$ cat config.mk
export PLATFORM = sky130hd
export DESIGN_NAME = banked_irq_ctrl
export DESIGN_NICKNAME = d
export VERILOG_FILES = /design/src/rtl/banked_irq_pkg.sv /design/src/rtl/irq_rst_sync.sv /design/src/rtl/irq_sync2.sv /design/src/rtl/irq_bank.sv /design/src/rtl/banked_irq_ctrl.sv
export SDC_FILE = /design/constraint.sdc
export NUM_CORES = 1
export LEC_CHECK = 0
export BUFFER_PORTS_ARGS = -buffer_cell sky130_fd_sc_hd__buf_2
export CAP_MARGIN = 20
export CELL_PAD_IN_SITES_DETAIL_PLACEMENT = 1
export CELL_PAD_IN_SITES_GLOBAL_PLACEMENT = 1
export CORE_ASPECT_RATIO = 1.2
export CORE_UTILIZATION = 32
export CTS_BUF_LIST = sky130_fd_sc_hd__clkbuf_8
export DETAILED_ROUTE_END_ITERATION = 12
export MAX_ROUTING_LAYER = met4
export PLACE_DENSITY = 0.62
export RECOVER_POWER = 100
export SLEW_MARGIN = 20
export SYNTH_ARGS = -nofsm -noshare
export SYNTH_HDL_FRONTEND = slang
export SYNTH_SLANG_ARGS = --single-unit
$ cat constraint.sdc
create_clock -name clk -period 20.9 [get_ports clk]
set_clock_uncertainty 0.15 [all_clocks]
set_input_delay 1.045 -clock clk [delete_from_list [all_inputs] [get_ports clk]]
set_output_delay 1.045 -clock clk [all_outputs]
set_load 0.01 [all_outputs]
$ cat src/rtl/banked_irq_pkg.sv
package banked_irq_pkg;
  localparam int unsigned SRC_PER_BANK = 32;
  localparam int unsigned WIN_BITS     = 5;   // 32-byte window per bank
  localparam logic [WIN_BITS-1:0] OFF_RAW  = 5'h00;
  localparam logic [WIN_BITS-1:0] OFF_MASK = 5'h04;
  localparam logic [WIN_BITS-1:0] OFF_MSET = 5'h08;
  localparam logic [WIN_BITS-1:0] OFF_MCLR = 5'h0C;
  localparam logic [WIN_BITS-1:0] OFF_PEND = 5'h10;
endpackage

$ cat src/rtl/irq_rst_sync.sv
module irq_rst_sync (
  input  logic clk,
  input  logic rst_n,
  output logic rst_sync_n
);
  logic [1:0] stage_q;

  always_ff @(posedge clk or negedge rst_n) begin
    if (!rst_n) stage_q <= 2'b00;
    else        stage_q <= {stage_q[0], 1'b1};
  end

  assign rst_sync_n = stage_q[1];
endmodule

$ cat src/rtl/irq_sync2.sv
module irq_sync2 #(
  parameter int unsigned WIDTH = 32
) (
  input  logic             clk,
  input  logic             rst_n,
  input  logic [WIDTH-1:0] d_async,
  output logic [WIDTH-1:0] q_sync
);
  logic [WIDTH-1:0] meta_q;
  logic [WIDTH-1:0] hold_q;

  always_ff @(posedge clk or negedge rst_n) begin
    if (!rst_n) begin
      meta_q <= '0;
      hold_q <= '0;
    end else begin
      meta_q <= d_async;
      hold_q <= meta_q;
    end
  end

  assign q_sync = hold_q;
endmodule

$ cat src/rtl/irq_bank.sv
module irq_bank
  import banked_irq_pkg::*;
(
  input  logic                    clk,
  input  logic                    rst_n,
  input  logic [SRC_PER_BANK-1:0] src_raw,
  input  logic                    set_we,
  input  logic                    clr_we,
  input  logic [SRC_PER_BANK-1:0] wr_bits,
  output logic [SRC_PER_BANK-1:0] status,
  output logic [SRC_PER_BANK-1:0] mask,
  output logic [SRC_PER_BANK-1:0] pending
);
  logic [SRC_PER_BANK-1:0] mask_q;
  logic [SRC_PER_BANK-1:0] mask_d;
  logic                    mask_en;

  irq_sync2 #(.WIDTH(SRC_PER_BANK)) u_sync (
    .clk     (clk),
    .rst_n   (rst_n),
    .d_async (src_raw),
    .q_sync  (status)
  );

  always_comb begin
    mask_en = set_we | clr_we;
    mask_d  = mask_q;
    if (set_we) mask_d = mask_q | wr_bits;
    else if (clr_we) mask_d = mask_q & ~wr_bits;
  end

  always_ff @(posedge clk or negedge rst_n) begin
    if (!rst_n)       mask_q <= '1;
    else if (mask_en) mask_q <= mask_d;
  end

  assign mask    = mask_q;
  assign pending = status & ~mask_q;

  // written ones end up set in the mask
  a_r3_set_bits: assert property (@(posedge clk) disable iff (!rst_n)
    set_we |=> ((mask_q & $past(wr_bits)) == $past(wr_bits)));
  // written ones end up cleared in the mask
  a_r4_clr_bits: assert property (@(posedge clk) disable iff (!rst_n)
    clr_we |=> ((mask_q & $past(wr_bits)) == '0));
  // without a set or clear strobe the mask holds
  a_r9_mask_hold: assert property (@(posedge clk) disable iff (!rst_n)
    (!set_we && !clr_we) |=> $stable(mask_q));
endmodule

$ cat src/rtl/banked_irq_ctrl.sv
module banked_irq_ctrl
  import banked_irq_pkg::*;
#(
  parameter int unsigned NUM_BANKS = 2,
  parameter int unsigned ADDR_W    = 8
) (
  input  logic                              clk,
  input  logic                              rst_n,
  input  logic [NUM_BANKS*SRC_PER_BANK-1:0] irq_src,
  input  logic [ADDR_W-1:0]                 bus_addr,
  input  logic                              bus_wr,
  input  logic [31:0]                       bus_wdata,
  input  logic                              bus_rd,
  output logic [31:0]                       bus_rdata,
  output logic                              irq_out
);
  localparam int unsigned BANK_W = ADDR_W - WIN_BITS;

  logic                    rst_q_n;
  logic [BANK_W-1:0]       bank_idx;
  logic [WIN_BITS-1:0]     offset;
  logic                    bank_ok;
  logic [NUM_BANKS-1:0]    set_we;
  logic [NUM_BANKS-1:0]    clr_we;
  logic [NUM_BANKS-1:0]    bank_req;
  logic [SRC_PER_BANK-1:0] status_a  [NUM_BANKS];
  logic [SRC_PER_BANK-1:0] mask_a    [NUM_BANKS];
  logic [SRC_PER_BANK-1:0] pending_a [NUM_BANKS];
  logic [31:0]             rdata_d;
  logic [31:0]             rdata_q;
  logic                    irq_d;
  logic                    irq_q;

  irq_rst_sync u_rst (
    .clk        (clk),
    .rst_n      (rst_n),
    .rst_sync_n (rst_q_n)
  );

  assign bank_idx = bus_addr[ADDR_W-1:WIN_BITS];
  assign offset   = bus_addr[WIN_BITS-1:0];
  assign bank_ok  = (bank_idx < BANK_W'(NUM_BANKS));

  for (genvar b = 0; b < NUM_BANKS; b++) begin : g_bank
    logic sel;
    assign sel       = bus_wr && (bank_idx == BANK_W'(b));
    assign set_we[b] = sel && (offset == OFF_MSET);
    assign clr_we[b] = sel && (offset == OFF_MCLR);

    irq_bank u_bank (
      .clk     (clk),
      .rst_n   (rst_q_n),
      .src_raw (irq_src[b*SRC_PER_BANK +: SRC_PER_BANK]),
      .set_we  (set_we[b]),
      .clr_we  (clr_we[b]),
      .wr_bits (bus_wdata),
      .status  (status_a[b]),
      .mask    (mask_a[b]),
      .pending (pending_a[b])
    );

    assign bank_req[b] = |pending_a[b];
  end

  // read mux: set/clear ports and holes return zero
  always_comb begin
    rdata_d = '0;
    if (bus_rd) begin
      for (int b = 0; b < NUM_BANKS; b++) begin
        if (bank_idx == BANK_W'(b)) begin
          case (offset)
            OFF_RAW:  rdata_d = status_a[b];
            OFF_MASK: rdata_d = mask_a[b];
            OFF_PEND: rdata_d = pending_a[b];
            default:  rdata_d = '0;
          endcase
        end
      end
    end
  end

  always_comb irq_d = |bank_req;

  always_ff @(posedge clk or negedge rst_q_n) begin
    if (!rst_q_n) begin
      rdata_q <= '0;
      irq_q   <= 1'b0;
    end else begin
      rdata_q <= rdata_d;
      irq_q   <= irq_d;
    end
  end

  assign bus_rdata = rdata_q;
  assign irq_out   = irq_q;

  // any pending source raises the request one edge later
  a_r7_req_rise: assert property (@(posedge clk) disable iff (!rst_q_n)
    (|bank_req) |=> irq_out);
  // no pending source drops the request one edge later
  a_r7_req_fall: assert property (@(posedge clk) disable iff (!rst_q_n)
    !(|bank_req) |=> !irq_out);
  // no read strobe gives zero data
  a_r12_idle_zero: assert property (@(posedge clk) disable iff (!rst_q_n)
    !bus_rd |=> (bus_rdata == '0));
  // reads beyond the configured banks give zero
  a_r11_oob_read: assert property (@(posedge clk) disable iff (!rst_q_n)
    (bus_rd && !bank_ok) |=> (bus_rdata == '0));
endmodule

==> impl_metrics.csv, run 1 <==
group,metric,value,unit
run_status,status,"finished with violations",
run_status,violations,"max-capacitance violations, max-slew violations",
sta,max_freq,0.143,GHz
synth,synth_top_family_by_area,"multiplexers",
clock_tree,cts.sinks,227,
setup_path,r2r-start,"u_rst.stage_q[1]",
floorplan,ios,141,
setup_path,cp_data_required_time,20.82,ns
clock_tree,hold_buffers,0,
power,p_leak,5.01,nW
global_route,grtUsageTotal,18.0,%
setup_path,worstPathArrival,6.93,ns
synth,syn_nets,808,
synth,syn_area,9070,um2
setup_path,startpoint,"u_rst.stage_q[1]",
setup_path,crit_path_cell_trace,"clkbuf_1 -> clkbuf_1",
sta,tightest_slew,3.54,ns
synth,yosysTopAreaCellShare,44.9,%
global_route,grt_max_degree,84,
sta,hold_viol,0,
global_route,grt_pass1_wl,38300,um
synth,synthSimpleGateAreaFrac,8.31,%
floorplan,die_w,156,um
setup_path,r2r_cells,2,
synth,synthTopCellsByArea,"dfrtp_1 45%, dfstp_2 19%, mux2i_1 9.2%",
clock_tree,cts_resized,0,
synth,synth_top_area_cell,"dfrtp_1",
floorplan,die_area,29000,um2
place,place_congestion,0.755,
synth,avgSynthCellArea,13.0,um2
synth,synthAdderAreaFrac,0,%
clock_tree,cts.root.buffer_cell,"clkbuf_8",
setup_path,path_buf_inv,2,
synth,muxShareOfSynthArea,14.4,%
clock_tree,clk_latency,0.53,ns
synth,synth-compound-area-share,10.0,%
setup_path,endpoint_kind,"async pin",
floorplan,core_area,27900,um2
drt,drc,0,
sta,rsz0062_at_grt,"no",
clock_tree,cts_buffers,39,
sta,post-route-min-period,7.00,ns
sta,slew_violations,378,
setup_path,crit_end,"g_bank[1].u_bank.u_sync.meta_q[30]",
drt,viasPerCell,4.69,
synth,syn_inst,700,
min_path,hold_path.class,"in -> async",
clock_tree,clk_pin_slew,0.06,ns
drt,first_iter_violations,211,
synth,synth_xor_area_share,0,%
synth,ys_warn_count,0,
drt,first_pass_iters,4,
place,dp_hpwl,16400,um
floorplan,rows,67,
setup_path,cpMostUsedCell,"clkbuf_1",
job,maxCapViolCount,8,
clock_tree,clockBufferDepth,3,
setup_path,cp_top_family,"buffers and inverters",
sta,setup_viol,0,
sta,hold_ws,0.146,ns
clock_tree,post_cts_buffers,0,
global_route,antenna_found_initial,3,
setup_path,worstPathMaxFanout,66,
setup_path,cp.depth,2,
drt,post_drt_wl_per_cell,19.5,um
clock_tree,cts_tree,"yes",
global_route,grt-ovfl-total,0,
drt,num_vias,5892,
setup_path,rrSetupSlack,13.90,ns
setup_path,path_class,"reg -> async",
synth,synth.ff_latch_count,227,
clock_tree,htree_num_levels,2,
power,vdd_drop_max,0.0434,mV
floorplan,initial_core_util,32.5,%
finish,area_growth,18.7,%
finish,final_nets,952,
sta,fin_crit_sh,33.5,%
place,port_buffers,140,
setup_path,cp-start-kind,"register",
global_route,grt_pass1_vias,6286,
setup_path,worst_r2r_endpoint,"g_bank[1].u_bank.u_sync.meta_q[30]",
floorplan,fp.dieH,186,um
synth,seq_area_frac_synth,63.5,%
setup_path,worst_path_max_delay_cell,"clkbuf_1",
finish,drive_gt1_share,27.2,%
setup_path,max_stage_delay,2.60,ns
sta,slew-limit-headroom,-136,%
drt,drt-total-wl,24600,um
sta,fin_tns_setup,0,ns
power,p_per_area,87.7,nW/um2
drt,ant_nets,0,
synth,ys_types,29,
[metal layers]
layer  part of all wire [%]  routed length, um  track usage (%)  vias to the layer above
met2                     49              12000             28.5                      135
li1                       -                  -                -                     2725
met5                      0                  0                -                        -
met3                    4.4               1070             3.44                       46
met4                    2.3                565             5.20                        0
met1                     44              10900             23.6                     2986
[through the flow]
stage               area (um2)  cells  power, mW  setup WS (ns)  util, %
detailed placement       10100   1182      0.535          16.89     36.3
finish                   10800   1257      0.945          13.90     38.6
global placement         10100   1182      0.535          16.96     36.3
global route             10800   1257      0.991          12.39     38.6
CTS                      11000   1254      0.965          17.46     39.3
floorplan                 9070    700      0.505          14.07        -
[cells in the mapped netlist, drive strengths merged]
cell type / number
nand2: 79
and2: 1
nor4b: 1
nor4: 4
dfstp: 64
o21ai: 1
buf: 15
a211o: 1
o211ai: 51
a31oi: 12
mux2i: 83
clkbuf: 31
inv: 33
a2111o: 16
nand4: 1
dfrtp: 163
nor2: 14
nor3: 2
a21oi: 32
o2111ai: 1
nor2b: 48
conb: 1
a211oi: 12
or3b: 1
or4b: 1
mux2: 32
[worst reg2reg max path, cell delays in order (launching register included)]
cell and delay [ns]:
dfrtp_1 1.77, clkbuf_1 2.62, clkbuf_1 1.98
[cells by family (layout without fill, tap and decap cells)]
| kind of cell | Yosys count | after routing |
|---|---|---|
| DFF | 227 | 227 |
| and+or+nand+nor | 152 | 152 |
| AOI/OAI and AO/OA | 126 | 126 |
| muxes | 115 | 115 |
| buffers and inverters | 79 | 254 |
| other | 1 | 4 |
[worst min path at each step]
stage / cells after the start / end / slack, ns / from
floorplan: 0 / g_bank[0].u_bank.u_sync.q_sync[0] / 0.18 / g_bank[0].u_bank.u_sync.meta_q[0]
global placement: 0 / g_bank[1].u_bank.u_sync.q_sync[18] / 0.18 / g_bank[1].u_bank.u_sync.meta_q[18]
detailed placement: 0 / g_bank[0].u_bank.u_sync.q_sync[29] / 0.19 / g_bank[0].u_bank.u_sync.meta_q[29]
CTS: 1 / u_rst.stage_q[1] / 0.11 / rst_n
global route: 1 / u_rst.stage_q[1] / 0.12 / rst_n
finish: 1 / u_rst.stage_q[1] / 0.15 / rst_n
[final cells by class]
cell class | instances | area, um2
multi-input combinational | 394 | 2870
clock inverter | 23 | 161
clock buffer | 49 | 674
tap | 379 | 474
antenna | 3 | 7.51
fill | 3063 | 17100
inverter | 33 | 124
sequential | 227 | 5760
timing repair buffer | 149 | 699
[cells in the final DEF, fill, tap and decap left out, drive strengths merged]
cell,instances
nand2,79
clkbuf,92
buf,106
nand4,1
a2111o,16
nor4,4
diode,3
nor2,14
nor3,2
nor2b,48
bufinv,2
dfstp,64
inv,44
conb,1
or4b,1
dfrtp,163
o2111ai,1
clkinv,8
a31oi,12
clkinvlp,2
o21ai,1
or3b,1
o211ai,51
mux2,32
a211oi,12
and2,1
nor4b,1
a211o,1
a21oi,32
mux2i,83
[power by group]
group | switching, mW | internal, mW | total (mW)
logic | 0.0345 | 0.0204 | 0.0549
clock network | 0.181 | 0.238 | 0.419
registers | 0.0114 | 0.459 | 0.471
Note: power is estimated with default switching activity, not from simulation.
==> inputs of run 2 (changes only) <==
--- a/config.mk
+++ b/config.mk
@@ -5,6 +5,7 @@
 export SDC_FILE = /design/constraint.sdc
 export NUM_CORES = 1
 export LEC_CHECK = 0
+export ABC_AREA = 1
 export BUFFER_PORTS_ARGS = -buffer_cell sky130_fd_sc_hd__buf_2
 export CAP_MARGIN = 20
 export CELL_PAD_IN_SITES_DETAIL_PLACEMENT = 1
@@ -14,7 +15,7 @@
 export CTS_BUF_LIST = sky130_fd_sc_hd__clkbuf_8
 export DETAILED_ROUTE_END_ITERATION = 12
 export MAX_ROUTING_LAYER = met4
-export PLACE_DENSITY = 0.62
+export PLACE_DENSITY = 0.67
 export RECOVER_POWER = 100
 export SLEW_MARGIN = 20
 export SYNTH_ARGS = -nofsm -noshare
==> constraint.sdc (replaced) <==
create_clock -name clk -period 6.2 [get_ports clk]
set_clock_uncertainty 0.15 [all_clocks]
set_input_delay 0.31 -clock clk [delete_from_list [all_inputs] [get_ports clk]]
set_output_delay 0.31 -clock clk [all_outputs]
set_load 0.01 [all_outputs]
==> run 2 against run 1 <==
The run still ends with max-capacitance violations, max-slew violations left. First-iteration DRC count increased to 2.5 times the previous value. Wire length rose by 29%. Sequential share of layout area fell by 7.1 points. Final cell count increased by 37%. Die area increased by 6.3%. Setup slack got worse by 11 ns. Count of clock-buffer cells in the layout up 1. Largest cell class unchanged. Critical path depth grew 6. Clock power increased to 3.4 times the previous value. Synthesized cell count rose by 55%. Utilization rose by 3.4 points. Highest routed layer unchanged.
==> impl_metrics.csv, run 2 <==
group,metric,value,unit
setup_path,path_buf_inv,3,
floorplan,core_area,29600,um2
run_status,violations,"max-capacitance violations, max-slew violations",
clock_tree,htree_num_levels,2,
sta,max_freq,0.270,GHz
finish,final_nets,1417,
synth,ys_types,20,
synth,synth_top_area_cell,"dfrtp_1",
global_route,grt-ovfl-total,0,
global_route,grtUsageTotal,21.7,%
setup_path,cp_data_required_time,6.48,ns
sta,setup_viol,0,
synth,synth_xor_area_share,0,%
floorplan,die_w,161,um
place,place_area,10700,um2
clock_tree,clockBufferDepth,3,
synth,syn_inst,1083,
sta,fin_crit_sh,59.7,%
synth,synthAdderAreaFrac,0,%
synth,syn_nets,1191,
synth,seq_area_frac_synth,59.7,%
sta,post-route-min-period,3.70,ns
synth,synthMostInstantiatedCell,"nand2_1",
place,dp_hpwl,19300,um
sta,tightest_slew,2.97,ns
drt,ant_nets,0,
setup_path,path_class,"in -> reg",
setup_path,worstPathMaxFanout,69,
floorplan,ios,141,
setup_path,rrSetupSlack,3.19,ns
clock_tree,clk_pin_slew,0.06,ns
min_path,hold_path.class,"reg -> reg",
sta,hold_viol,0,
floorplan,fp.dieH,192,um
setup_path,cpMostUsedCell,"clkbuf_1",
run_status,status,"finished with violations",
job,maxCapViolCount,3,
setup_path,endpoint_kind,"register",
synth,synth.ff_latch_count,227,
synth,synthTopCellsByArea,"dfrtp_1 42%, dfstp_2 17%, nand2_1 8.1%",
synth,synthFlopType,"dfrtp_1",
power,p_per_area,271,nW/um2
floorplan,initial_core_util,32.6,%
finish,layout_common_cells,"207 x nand2_1, 176 x inv_1, 163 x dfrtp_1",
synth,avgSynthCellArea,8.91,um2
finish,design_area,12400,um2
sta,slew-limit-headroom,-97.9,%
clock_tree,cts.sinks,227,
place,place_congestion,0.807,
finish,drive_gt1_share,18.4,%
setup_path,r2r_cells,1,
place,port_buffers,140,
synth,yosysTopAreaCellShare,42.3,%
setup_path,worst_path_max_delay_cell,"clkbuf_1",
min_path,hold-path-endpoint,"g_bank[1].u_bank.u_sync.q_sync[8]",
setup_path,r2r-start,"u_rst.stage_q[1]",
global_route,grt_pass1_wl,49700,um
synth,synth-edff-count,0,
place,dp_slack,2.95,ns
setup_path,worstPathArrival,3.98,ns
min_path,min_path_cells,0,
sta,rsz0062_at_grt,"no",
synth,synthSimpleGateAreaFrac,22.7,%
finish,nFillCells,3458,
finish,diodes,0,
synth,synth-compound-area-share,7.88,%
floorplan,die_area,30900,um2
synth,muxShareOfSynthArea,0,%
drt,first_pass_iters,8,
floorplan,rows,69,
clock_tree,cts_buffers,39,
synth,syn_area,9650,um2
drt,post_drt_wl_per_cell,18.3,um
sta,fin_tns_setup,0,ns
synth,async_reset_ff_share,100,%
clock_tree,clk_latency,0.55,ns
sta,setup_ws,2.50,ns
setup_path,max_stage_delay,2.16,ns
drt,first_iter_violations,538,
power,vdd_drop_max,0.201,mV
setup_path,worst_r2r_endpoint,"g_bank[0].u_bank.u_sync.meta_q[9]",
synth,ys_warn_count,0,
global_route,grt_max_degree,170,
synth,synth_commonest_cells,"207 x nand2_1, 165 x inv_1, 163 x dfrtp_1, 122 x nand4_1, 92 x nand3_1",
clock_tree,cts.root.buffer_cell,"clkbuf_8",
clock_tree,cts_tree,"yes",
sta,slew_violations,160,
global_route,antenna_found_initial,0,
finish,layout_commonest_cell,"nand2_1",
clock_tree,cts_resized,0,
setup_path,crit_path_cell_trace,"clkbuf_1 -> nor2_4 -> buf_4 -> clkbuf_1 -> nand4_1 -> nand3_1 -> nand2_1 -> a21oi_1",
drt,num_vias,8563,
drt,viasPerCell,4.96,
min_path,hp-start,"g_bank[1].u_bank.u_sync.meta_q[8]",
drt,drc,0,
setup_path,cp-start-kind,"input port",
synth,synth_top_family_by_area,"simple AND/OR/NAND/NOR gates",
drt,drt-total-wl,31600,um
setup_path,cp_top_family,"buffers and inverters",
global_route,grt_pass1_vias,8900,
finish,area_growth,28.7,%
power,p_leak,5.94,nW
[run 2: changes by cell type in the layout (fill, tap and decap cells not counted), moves of 91 or more]
cell	previous run	this run
nand2_1	79	207
dlygate4sd3_1	0	98
o21ai_0	1	99
nand4_1	1	122
inv_1	43	176
nand3_1	0	91
[run 2: power breakdown]
part,total (mW),switching (mW),internal (mW)
combinational,0.312,0.194,0.117
sequential,1.63,0.0525,1.58
clock,1.42,0.613,0.811
total,3.37,0.860,2.51
[run 2: through the flow]
step / utilization [%] / total power, mW / hold slack, ns / instances
6_report: 42.0 / 3.37 / 0.194 / 1728
5_1_grt: 42.0 / 3.54 / 0.201 / 1728
4_1_cts: 42.2 / 3.43 / 0.198 / 1728
3_5_place_dp: 36.0 / 1.92 / -0.0528 / 1560
3_3_place_gp: 36.0 / 1.91 / -0.0548 / 1560
2_1_floorplan: - / 1.79 / -0.136 / 1083
[run 2: how the worst max path moves through the flow]
| stage | start | to | slack (ns) | cells after the start |
|---|---|---|---|---|
| 2_1_floorplan | u_rst.stage_q[1] | bus_rdata[0] | 2.38 | 0 |
| 3_3_place_gp | bus_addr[4] | register | 3.02 | 9 |
| 3_5_place_dp | bus_addr[4] | register | 2.95 | 9 |
| 4_1_cts | bus_addr[4] | register | 3.52 | 9 |
| 5_1_grt | bus_addr[1] | bus_rdata[30] | 2.20 | 8 |
| 6_report | bus_addr[1] | bus_rdata[4] | 2.50 | 8 |
[run 2: cell type report]
class	instances	area (um2)	share of cell area (%)
clock buffers	50	688	5.54
repair buffers	251	1740	14.0
clock inverters	20	144	1.16
flip-flops and latches	227	5760	46.4
well taps	390	488	3.93
inverters	170	638	5.14
multi-input cells	620	2960	23.9
[run 2: cells by family after synthesis]
group	count (synthesis)
AO/OA/AOI/OAI	152
buffers and inverters	236
flip-flops	227
AND/OR/NAND/NOR	467
other	1
[run 2: layer usage]
layer	vias up	part of all wire, %	GRT usage (%)	routed length [um]
met4	0	2.7	7.80	870
met5	-	0	-	0
met2	234	50	35.9	15800
met3	56	4.1	3.09	1280
li1	3995	-	-	-
met1	4278	43	26.9	13700
[run 2: repair_timing]
action,4_1_cts,5_1_grt
hold buffers,98,0
buffers inserted,0,0
endpoints found under the hold margin,130,0
